**src/rtl/sgw_pkg.sv**
```systemverilog
package sgw_pkg;

    localparam int WORD_W      = 32;
    localparam int HOST_W      = 2 * WORD_W;
    localparam int DESC_WORDS  = 8;
    localparam int WORD_BYTES  = WORD_W / 8;
    localparam int ALIGN_BITS  = $clog2(DESC_WORDS * WORD_BYTES);
    localparam int IDX_W       = $clog2(DESC_WORDS);
    localparam int BYTE_SH     = $clog2(WORD_BYTES);

    // word slots inside a descriptor
    localparam int SLOT_HOST_LO = 0;
    localparam int SLOT_HOST_HI = 1;
    localparam int SLOT_LOCAL   = 2;
    localparam int SLOT_SPARE_A = 3;
    localparam int SLOT_COUNT   = 4;
    localparam int SLOT_SPARE_B = 5;
    localparam int SLOT_LINK_LO = 6;
    localparam int SLOT_LINK_HI = 7;

    // flag positions in the link-low word
    localparam int BIT_LAST   = 1;
    localparam int BIT_NOTIFY = 2;
    localparam int BIT_TOHOST = 3;

    typedef enum logic [2:0] {
        ST_IDLE,
        ST_FETCH,
        ST_RWAIT,
        ST_XREQ,
        ST_XWAIT
    } walk_state_e;

    typedef struct packed {
        logic last;
        logic notify;
        logic to_host;
    } link_flags_t;

    typedef struct packed {
        logic [HOST_W-1:0] host_addr;
        logic [WORD_W-1:0] count;
        logic [WORD_W-1:0] local_word;
        logic [WORD_W-1:0] link_lo;
        logic [WORD_W-1:0] link_hi;
    } desc_view_t;

    function automatic link_flags_t flags_of(input logic [WORD_W-1:0] link_lo);
        link_flags_t f;
        f.last    = link_lo[BIT_LAST];
        f.notify  = link_lo[BIT_NOTIFY];
        f.to_host = link_lo[BIT_TOHOST];
        return f;
    endfunction

    function automatic logic [HOST_W-1:0] align_desc(input logic [HOST_W-1:0] a);
        return {a[HOST_W-1:ALIGN_BITS], {ALIGN_BITS{1'b0}}};
    endfunction

endpackage

```
**src/rtl/sgw_desc_regs.sv**
```systemverilog
module sgw_desc_regs
    import sgw_pkg::*;
#(
    parameter int NWORDS = DESC_WORDS,
    parameter int DW     = WORD_W,
    parameter int IW     = IDX_W
) (
    input  logic                      clk,
    input  logic                      rst,
    input  logic                      ld_i,
    input  logic [IW-1:0]             ld_idx_i,
    input  logic [DW-1:0]             ld_data_i,
    output logic [NWORDS-1:0][DW-1:0] words_o
);

    for (genvar w = 0; w < NWORDS; w++) begin : g_word
        always_ff @(posedge clk) begin
            if (rst) begin
                words_o[w] <= '0;
            end else if (ld_i && (ld_idx_i == IW'(w))) begin
                words_o[w] <= ld_data_i;
            end
        end
    end

endmodule

```
**src/rtl/sgw_tally.sv**
```systemverilog
module sgw_tally #(
    parameter int TW = 32,
    parameter int AW = 32
) (
    input  logic          clk,
    input  logic          rst,
    input  logic          clr_i,
    input  logic          add_i,
    input  logic [AW-1:0] amt_i,
    output logic [TW-1:0] total_o
);

    always_ff @(posedge clk) begin
        if (rst || clr_i) begin
            total_o <= '0;
        end else if (add_i) begin
            total_o <= total_o + TW'(amt_i);
        end
    end

endmodule

```
**src/rtl/sgw_fsm.sv**
```systemverilog
module sgw_fsm
    import sgw_pkg::*;
(
    input  logic              clk,
    input  logic              rst,
    input  logic              start_i,
    input  logic [HOST_W-1:0] start_addr_i,
    input  logic              abort_i,
    input  logic              rd_vld_i,
    input  logic              xfer_done_i,
    input  desc_view_t        desc_i,
    output logic              rd_req_o,
    output logic [HOST_W-1:0] rd_addr_o,
    output logic              ld_o,
    output logic [IDX_W-1:0]  ld_idx_o,
    output logic              xfer_req_o,
    output logic              busy_o,
    output logic              done_o,
    output logic              irq_o,
    output logic              tally_clr_o,
    output logic              tally_add_o
);

    walk_state_e       state_q;
    logic [HOST_W-1:0] base_q;
    logic [IDX_W-1:0]  idx_q;
    logic              abort_q;
    logic              done_q;
    logic              irq_q;

    logic              abort_now;
    logic              last_word;
    logic              zero_len;
    logic              cmpl;
    logic              stop;
    link_flags_t       flags;
    logic [HOST_W-1:0] next_base;
    logic              unused_link_bits;

    assign abort_now = abort_q | abort_i;
    assign last_word = (idx_q == IDX_W'(DESC_WORDS - 1));
    assign zero_len  = (desc_i.count == '0);
    assign flags     = flags_of(desc_i.link_lo);
    assign next_base = align_desc({desc_i.link_hi, desc_i.link_lo});
    assign unused_link_bits = desc_i.link_lo[0] ^ desc_i.link_lo[4];

    // a descriptor finishes normally
    assign cmpl = ((state_q == ST_XREQ) && !abort_now && zero_len) ||
                  ((state_q == ST_XWAIT) && xfer_done_i && !abort_now);

    // walker returns to idle this cycle
    always_comb begin
        stop = 1'b0;
        unique case (state_q)
            ST_IDLE:  stop = 1'b0;
            ST_FETCH: stop = abort_now;
            ST_RWAIT: stop = rd_vld_i && abort_now;
            ST_XREQ:  stop = abort_now || (cmpl && flags.last);
            ST_XWAIT: stop = xfer_done_i && (abort_now || flags.last);
            default:  stop = 1'b1;
        endcase
    end

    assign rd_req_o    = (state_q == ST_FETCH) && !abort_now;
    assign rd_addr_o   = base_q + HOST_W'({idx_q, {BYTE_SH{1'b0}}});
    assign ld_o        = (state_q == ST_RWAIT) && rd_vld_i;
    assign ld_idx_o    = idx_q;
    assign xfer_req_o  = (state_q == ST_XREQ) && !abort_now && !zero_len;
    assign busy_o      = (state_q != ST_IDLE);
    assign done_o      = done_q;
    assign irq_o       = irq_q;
    assign tally_clr_o = (state_q == ST_IDLE) && start_i;
    assign tally_add_o = (state_q == ST_XWAIT) && xfer_done_i;

    always_ff @(posedge clk) begin
        if (rst) begin
            state_q <= ST_IDLE;
            base_q  <= '0;
            idx_q   <= '0;
            abort_q <= 1'b0;
            done_q  <= 1'b1;
            irq_q   <= 1'b0;
        end else begin
            irq_q <= cmpl && flags.notify;
            if ((state_q != ST_IDLE) && abort_i) begin
                abort_q <= 1'b1;
            end
            if (stop) begin
                state_q <= ST_IDLE;
                done_q  <= 1'b1;
                abort_q <= 1'b0;
            end else begin
                unique case (state_q)
                    ST_IDLE: begin
                        abort_q <= 1'b0;
                        if (start_i) begin
                            base_q  <= align_desc(start_addr_i);
                            idx_q   <= '0;
                            done_q  <= 1'b0;
                            state_q <= ST_FETCH;
                        end
                    end
                    ST_FETCH: begin
                        state_q <= ST_RWAIT;
                    end
                    ST_RWAIT: begin
                        if (rd_vld_i) begin
                            if (last_word) begin
                                state_q <= ST_XREQ;
                            end else begin
                                idx_q   <= idx_q + IDX_W'(1);
                                state_q <= ST_FETCH;
                            end
                        end
                    end
                    ST_XREQ: begin
                        if (cmpl) begin
                            base_q  <= next_base;
                            idx_q   <= '0;
                            state_q <= ST_FETCH;
                        end else begin
                            state_q <= ST_XWAIT;
                        end
                    end
                    ST_XWAIT: begin
                        if (cmpl) begin
                            base_q  <= next_base;
                            idx_q   <= '0;
                            state_q <= ST_FETCH;
                        end
                    end
                    default: state_q <= ST_IDLE;
                endcase
            end
        end
    end

endmodule

```
**src/rtl/sg_chain_walker.sv**
```systemverilog
module sg_chain_walker
    import sgw_pkg::*;
#(
    parameter int TOT_W = 32
) (
    input  logic              clk,
    input  logic              rst,
    input  logic              start_i,
    input  logic [HOST_W-1:0] start_addr_i,
    input  logic              abort_i,
    output logic              rd_req_o,
    output logic [HOST_W-1:0] rd_addr_o,
    input  logic              rd_vld_i,
    input  logic [WORD_W-1:0] rd_data_i,
    output logic              xfer_req_o,
    output logic [HOST_W-1:0] xfer_addr_o,
    output logic [WORD_W-1:0] xfer_len_o,
    output logic [WORD_W-1:0] xfer_local_o,
    output logic              xfer_to_host_o,
    input  logic              xfer_done_i,
    output logic              busy_o,
    output logic              done_o,
    output logic              irq_o,
    output logic [TOT_W-1:0]  total_o
);

    logic [DESC_WORDS-1:0][WORD_W-1:0] words;
    logic              ld;
    logic [IDX_W-1:0]  ld_idx;
    logic              tally_clr;
    logic              tally_add;
    desc_view_t        desc;
    logic              unused_spare;

    assign desc.host_addr  = {words[SLOT_HOST_HI], words[SLOT_HOST_LO]};
    assign desc.count      = words[SLOT_COUNT];
    assign desc.local_word = words[SLOT_LOCAL];
    assign desc.link_lo    = words[SLOT_LINK_LO];
    assign desc.link_hi    = words[SLOT_LINK_HI];
    assign unused_spare    = ^{words[SLOT_SPARE_A], words[SLOT_SPARE_B]};

    assign xfer_addr_o    = desc.host_addr;
    assign xfer_len_o     = desc.count;
    assign xfer_local_o   = desc.local_word;
    assign xfer_to_host_o = flags_of(desc.link_lo).to_host;

    sgw_desc_regs #(
        .NWORDS (DESC_WORDS),
        .DW     (WORD_W),
        .IW     (IDX_W)
    ) u_regs (
        .clk       (clk),
        .rst       (rst),
        .ld_i      (ld),
        .ld_idx_i  (ld_idx),
        .ld_data_i (rd_data_i),
        .words_o   (words)
    );

    sgw_fsm u_fsm (
        .clk          (clk),
        .rst          (rst),
        .start_i      (start_i),
        .start_addr_i (start_addr_i),
        .abort_i      (abort_i),
        .rd_vld_i     (rd_vld_i),
        .xfer_done_i  (xfer_done_i),
        .desc_i       (desc),
        .rd_req_o     (rd_req_o),
        .rd_addr_o    (rd_addr_o),
        .ld_o         (ld),
        .ld_idx_o     (ld_idx),
        .xfer_req_o   (xfer_req_o),
        .busy_o       (busy_o),
        .done_o       (done_o),
        .irq_o        (irq_o),
        .tally_clr_o  (tally_clr),
        .tally_add_o  (tally_add)
    );

    sgw_tally #(
        .TW (TOT_W),
        .AW (WORD_W)
    ) u_tally (
        .clk     (clk),
        .rst     (rst),
        .clr_i   (tally_clr),
        .add_i   (tally_add),
        .amt_i   (desc.count),
        .total_o (total_o)
    );

endmodule

```
**config.mk**
```make
export PLATFORM = sky130hd
export DESIGN_NAME = sg_chain_walker
export DESIGN_NICKNAME = d
export VERILOG_FILES = /design/src/rtl/sgw_pkg.sv /design/src/rtl/sgw_desc_regs.sv /design/src/rtl/sgw_tally.sv /design/src/rtl/sgw_fsm.sv /design/src/rtl/sg_chain_walker.sv
export SDC_FILE = /design/constraint.sdc
export NUM_CORES = 1
export LEC_CHECK = 0
export BUFFER_PORTS_ARGS = -buffer_cell sky130_fd_sc_hd__buf_2
export CAP_MARGIN = 10
export CORE_ASPECT_RATIO = 1.75
export CORE_MARGIN = 2
export CORE_UTILIZATION = 35
export DETAILED_ROUTE_END_ITERATION = 10
export PLACE_DENSITY_LB_ADDON = 0.05
export SETUP_SLACK_MARGIN = 0.02
export SYNTH_ARGS = -nofsm -noshare
export SYNTH_HDL_FRONTEND = slang
export SYNTH_HIERARCHICAL = 1
export SYNTH_SLANG_ARGS = --single-unit
```
**constraint.sdc**
```tcl
create_clock -name clk -period 6.4 [get_ports clk]
set_input_delay 1.28 -clock clk [delete_from_list [all_inputs] [get_ports clk]]
set_output_delay 1.28 -clock clk [all_outputs]
set_load 0.05 [all_outputs]
```
### Word-level counts from Yosys, hierarchy flattened

Cells that the tools add are included.

* add/subtract/negate cells: 3
* equal/unequal tests: 14
* multiplexer cells: 15
* bitwise logic cells: 2
* reductions and logical operators: 38

Operator list (number)
* two-way mux 64 bit: 2
* one-hot mux 64 bit (2 select lines): 1
* adder 64 x 5 -> 64 bit: 1
* adder 32 bit: 1
* logical NOT 32 bit: 1
* two-way mux 3 bit: 8
* logical AND 1 bit: 19
* one-hot mux 3 bit (5 select lines): 1
* equality test 3 bit (second input constant): 4
* equality test 3 x 2 -> 1 bit (second input constant): 3
* one-hot mux 3 bit (3 select lines): 1
* equality test 3 x 1 -> 1 bit (second input constant): 2
* logical NOT 3 bit: 2
* inequality test 2 bit (second input constant): 3
* AND reduction 6 bit: 1
* nonzero test 3 bit: 2
* one-hot mux 1 bit (5 select lines): 1
* logical OR 1 bit: 4
* inequality test 2 x 1 -> 1 bit (second input constant): 2
* AND reduction 4 bit: 1
* OR reduction 2 bit: 2
* adder 3 x 1 -> 3 bit (second input constant): 1
* AND reduction 3 bit: 1
* OR reduction 3 bit: 1
* other kinds (6): 7

* flip-flop bits (word level): 297
* bits of input ports: 102
* output and inout bits: 230
* word-level logic and storage cells: 85

### Depth between registers and ports, before layout

* depth in word-level cells: 10
* mapped depth: 10
* mapped depth without buffers: 10

### Cells and area by module

Netlist, hierarchy kept.

By module, submodules not included
* sgw_desc_regs: instances 1, cells each 906, area each 10017.1 um^2, seq. area each 5124.9 um^2
* sgw_fsm: instances 1, cells each 434, area each 3824.9 um^2, seq. area each 1361.3 um^2
* sgw_tally: instances 1, cells each 334, area each 2805.2 um^2, seq. area each 640.6 um^2

### Worst setup path after synthesis

Ideal clock, no wire load.

* path kind: input to output
* start: input port abort_i
* end: output port rd_req_o
* arrival: 3.010 ns
* data required time: 5.120 ns
* setup slack: 2.110 ns
* stages on the path: 2
* buffers on the path: 0
* path through: or2_2 nor4_1

* cells in the longest elaborated chain, start to end: 3

Ends and longest elaborated chain
* start: declaration: line sg_chain_walker.sv:10 `input logic abort_i,`
* bitwise OR 1 bit: line sgw_fsm.sv:40 `assign abort_now = abort_q | abort_i;`
* logical NOT 1 bit: line sgw_fsm.sv:64 `assign rd_req_o = (state_q == ST_FETCH) && !abort_now;`
* logical AND 1 bit: line sgw_fsm.sv:64
* end: declaration: line sg_chain_walker.sv:11 `output logic rd_req_o,`

Every way passes these cells.

### Final worst setup path

* start: input port abort_i
* end: register u_fsm.base_q[17]

* cells in the longest elaborated chain, start to end: 10
* elaborated cells on any way between the ends: 15
* those cells by class: 1 x eq/ne; 1 x mux; 2 x bitwise; 11 x reduce/logical

Ends and longest elaborated chain
* bitwise OR 1 bit *: line sgw_fsm.sv:40
* logical NOT 1 bit: line sgw_fsm.sv:48, sgw_fsm.sv:49
* logical AND 1 bit (2 in series): line sgw_fsm.sv:48 `assign cmpl = ((state_q == ST_XREQ) && !abort_now && zero_len) ||`
* logical OR 1 bit: line sgw_fsm.sv:48
* logical AND 1 bit: line sgw_fsm.sv:58 `ST_XREQ: stop = abort_now || (cmpl && flags.last);`
* logical OR 1 bit: line sgw_fsm.sv:58
* one-hot mux 1 bit (5 select lines): line sgw_fsm.sv:54 `unique case (state_q)`
* inverter 1 bit (no line)
* AND reduction 4 bit (no line) *
* end signal: assignment: line sgw_fsm.sv:97 `base_q <= align_desc(start_addr_i);`
* end signal: assignment: line sgw_fsm.sv:118 `base_q <= next_base;`
* end signal: assignment: line sgw_fsm.sv:127 `base_q <= next_base;`
* end: declaration: line sgw_fsm.sv:25 `logic [HOST_W-1:0] base_q;`

Every way passes the cells marked *; elsewhere a longest branch is shown, timed or not.
A chain may end at the register's enable or synchronous reset.

==> impl_metrics.py <==
metrics = {
    "logic_synthesis": {
        "yosys_warnings": 6,
        "syn_area_per_cell_um2": 9.70,
        "syn_area_um2": 14200,
        "syn_inst": 1463,
    },
    "die": {
        "initial_core_util_pct": 35.4,
        "coreArea_um2": 40100,
        "die-height_um": 270,
        "die_area_um2": 42200,
        "die_w_um": 156,
        "num_rows": 97,
        "io_pins": 332,
    },
    "clock_network": {
        "post-cts-setup-buffers": 0,
        "clk_latency_ps": 570,
        "cts_buffers": 30,
        "h-tree-depth": 1,
        "clock_sinks": 290,
        "root_buffer": "clkbuf_16",
        "clk_pin_slew_ps": 60,
        "cts_resized": 0,
        "hold_buffers": 0,
        "cts_tree": "yes",
        "cts_buffer_depth": 3,
    },
    "cells_and_area": {
        "utilization_pct": 42.2,
        "final-seq-area_um2": 5810,
        "layout_commonest_cell": "buf_2",
        "final_layout_size_suffix_gt1_share_pct": 24.0,
        "layout_common_cells": "323 x buf_2, 290 x dfxtp_1, 269 x mux2i_1",
        "multiInputGateArea_um2": 7690,
        "syn2layout_area_growth_pct": 19.2,
        "fill_cells": 4051,
        "layout.nets": 1819,
    },
    "sta": {
        "fin_setup_tns_ps": 0,
        "tightest_slew_ps": 1090,
        "rsz0062_at_grt": "no",
        "setup_viol": 0,
        "min_period_ps": 3620,
        "fin_worst_skew_ps": 9.67,
        "slew_headroom_pct": 27.6,
        "timing.fmax_mhz": 276,
        "finalHoldViolations": 0,
        "maxSlewViolCount": 0,
        "fin_hold_ws_ps": 450,
        "period_share_pct": 56.6,
    },
    "worst_setup_path": {
        "path_class": "input pin to register",
        "arrival_ps": 4130,
        "slowest_stage": "nand3_4",
        "cpPeakStageDelay_ps": 900,
        "cp_max_fo": 90,
        "required_ps": 6910,
        "start_kind": "input pin",
        "regToRegSetupSlack_ps": 3200,
        "end_kind": "register",
        "crit_chain": "buf_2 -> or2_2 -> nor4_1 -> nand3_4 -> buf_4 -> a211o_1 -> nand2_1",
    },
    "global_routing": {
        "antenna_found_initial": 7,
        "grt_pass1_wl_um": 67700,
        "grt_pass1_vias": 11100,
        "track_usage_pct": 20.7,
        "grt.overflow.total": 0,
        "grt_start_max_net_pins": 135,
    },
    "worst_hold_path": {
        "min_path_type": "register to register",
    },
    "routing": {
        "wirelength_um": 45100,
        "route.detailed.drc": 0,
        "vias": 11400,
        "antenna_left": 0,
        "drtPass1Iterations": 5,
        "viasPerCell": 5.16,
        "post_drt_wl_per_cell_um": 20.5,
        "drtIter0Drc": 509,
    },
    "placement": {
        "portBuffers": 324,
        "gp_congestion": 0.841,
        "hpwl_um": 32000,
    },
    "power": {
        "p_per_area_nw_per_um2": 262,
        "leakagePower_nw": 8.89,
        "ir_drop_mv": 0.167,
    },
    "flow_run": {
        "drv_cap": 0,
    },
    "run_status": {
        "status": "complete, no violations",
    },
}
## layout make-up
| type | instances | share of cell area, % |
|---|---|---|
| Multi-Input combinational cell | 1010 | 45.5 |
| Sequential cell | 290 | 34.3 |
| Tap cell | 495 | 3.66 |
| Inverter | 14 | 0.311 |
| Clock inverter | 8 | 0.703 |
| Timing Repair Buffer | 337 | 10.3 |
| Antenna cell | 5 | 0.0740 |
| Clock buffer | 43 | 5.15 |
## report_power, final
part	leakage, nW	switching [mW]	internal (mW)
clock	0.488	0.751	1.06
combinational	6.06	0.515	0.193
sequential	2.35	0.0423	1.87
total	8.89	1.31	3.12
## stage by stage
stage | power (mW) | area (µm²) | worst slack [ps] | instances
6_report | 4.43 | 16900 | 2780 | 2202
2_1_floorplan | 2.51 | 14200 | 2110 | 1464
3_5_place_dp | 2.67 | 15900 | 2240 | 2146
5_1_grt | 4.62 | 16900 | 2640 | 2202
4_1_cts | 4.51 | 16900 | 2850 | 2197
3_3_place_gp | 2.67 | 15900 | 2310 | 2146
## registers in the layout (all words and copies together), names as in the netlist
name	flops
u_fsm/ld_idx_o	3
u_fsm/base_q	59
u_fsm/abort_q	1
u_fsm/irq_o	1
u_fsm/done_o	1
u_regs/words_o	190
u_fsm/state_q	3
u_tally/total_o	32
## worst paths after layout
path                                       start               end  depth (start not counted)
worst min-delay path                u_fsm/done_o      u_fsm/done_o                          1
worst max register to register  u_fsm/state_q[0]  u_fsm/base_q[17]                          6
worst max-delay path                     abort_i  u_fsm/base_q[17]                          7
worst min register to register      u_fsm/done_o      u_fsm/done_o                          1
## critical path: cells and delay by family
family	cells	cell delay, ps
AOI/OAI and AO/OA	1	290
buffers and inverters	2	720
and+or+nand+nor	4	1810
## layer usage
metal | track usage [%] | share of wire, % | vias to the layer above
li1 | - | - | 5588
met4 | 6.93 | 2.8 | 4
met2 | 37.4 | 53 | 279
met5 | 0 | 0.047 | -
met3 | 3.79 | 5.2 | 66
met1 | 24.2 | 39 | 5415
Power figures use the tool's default switching activity.
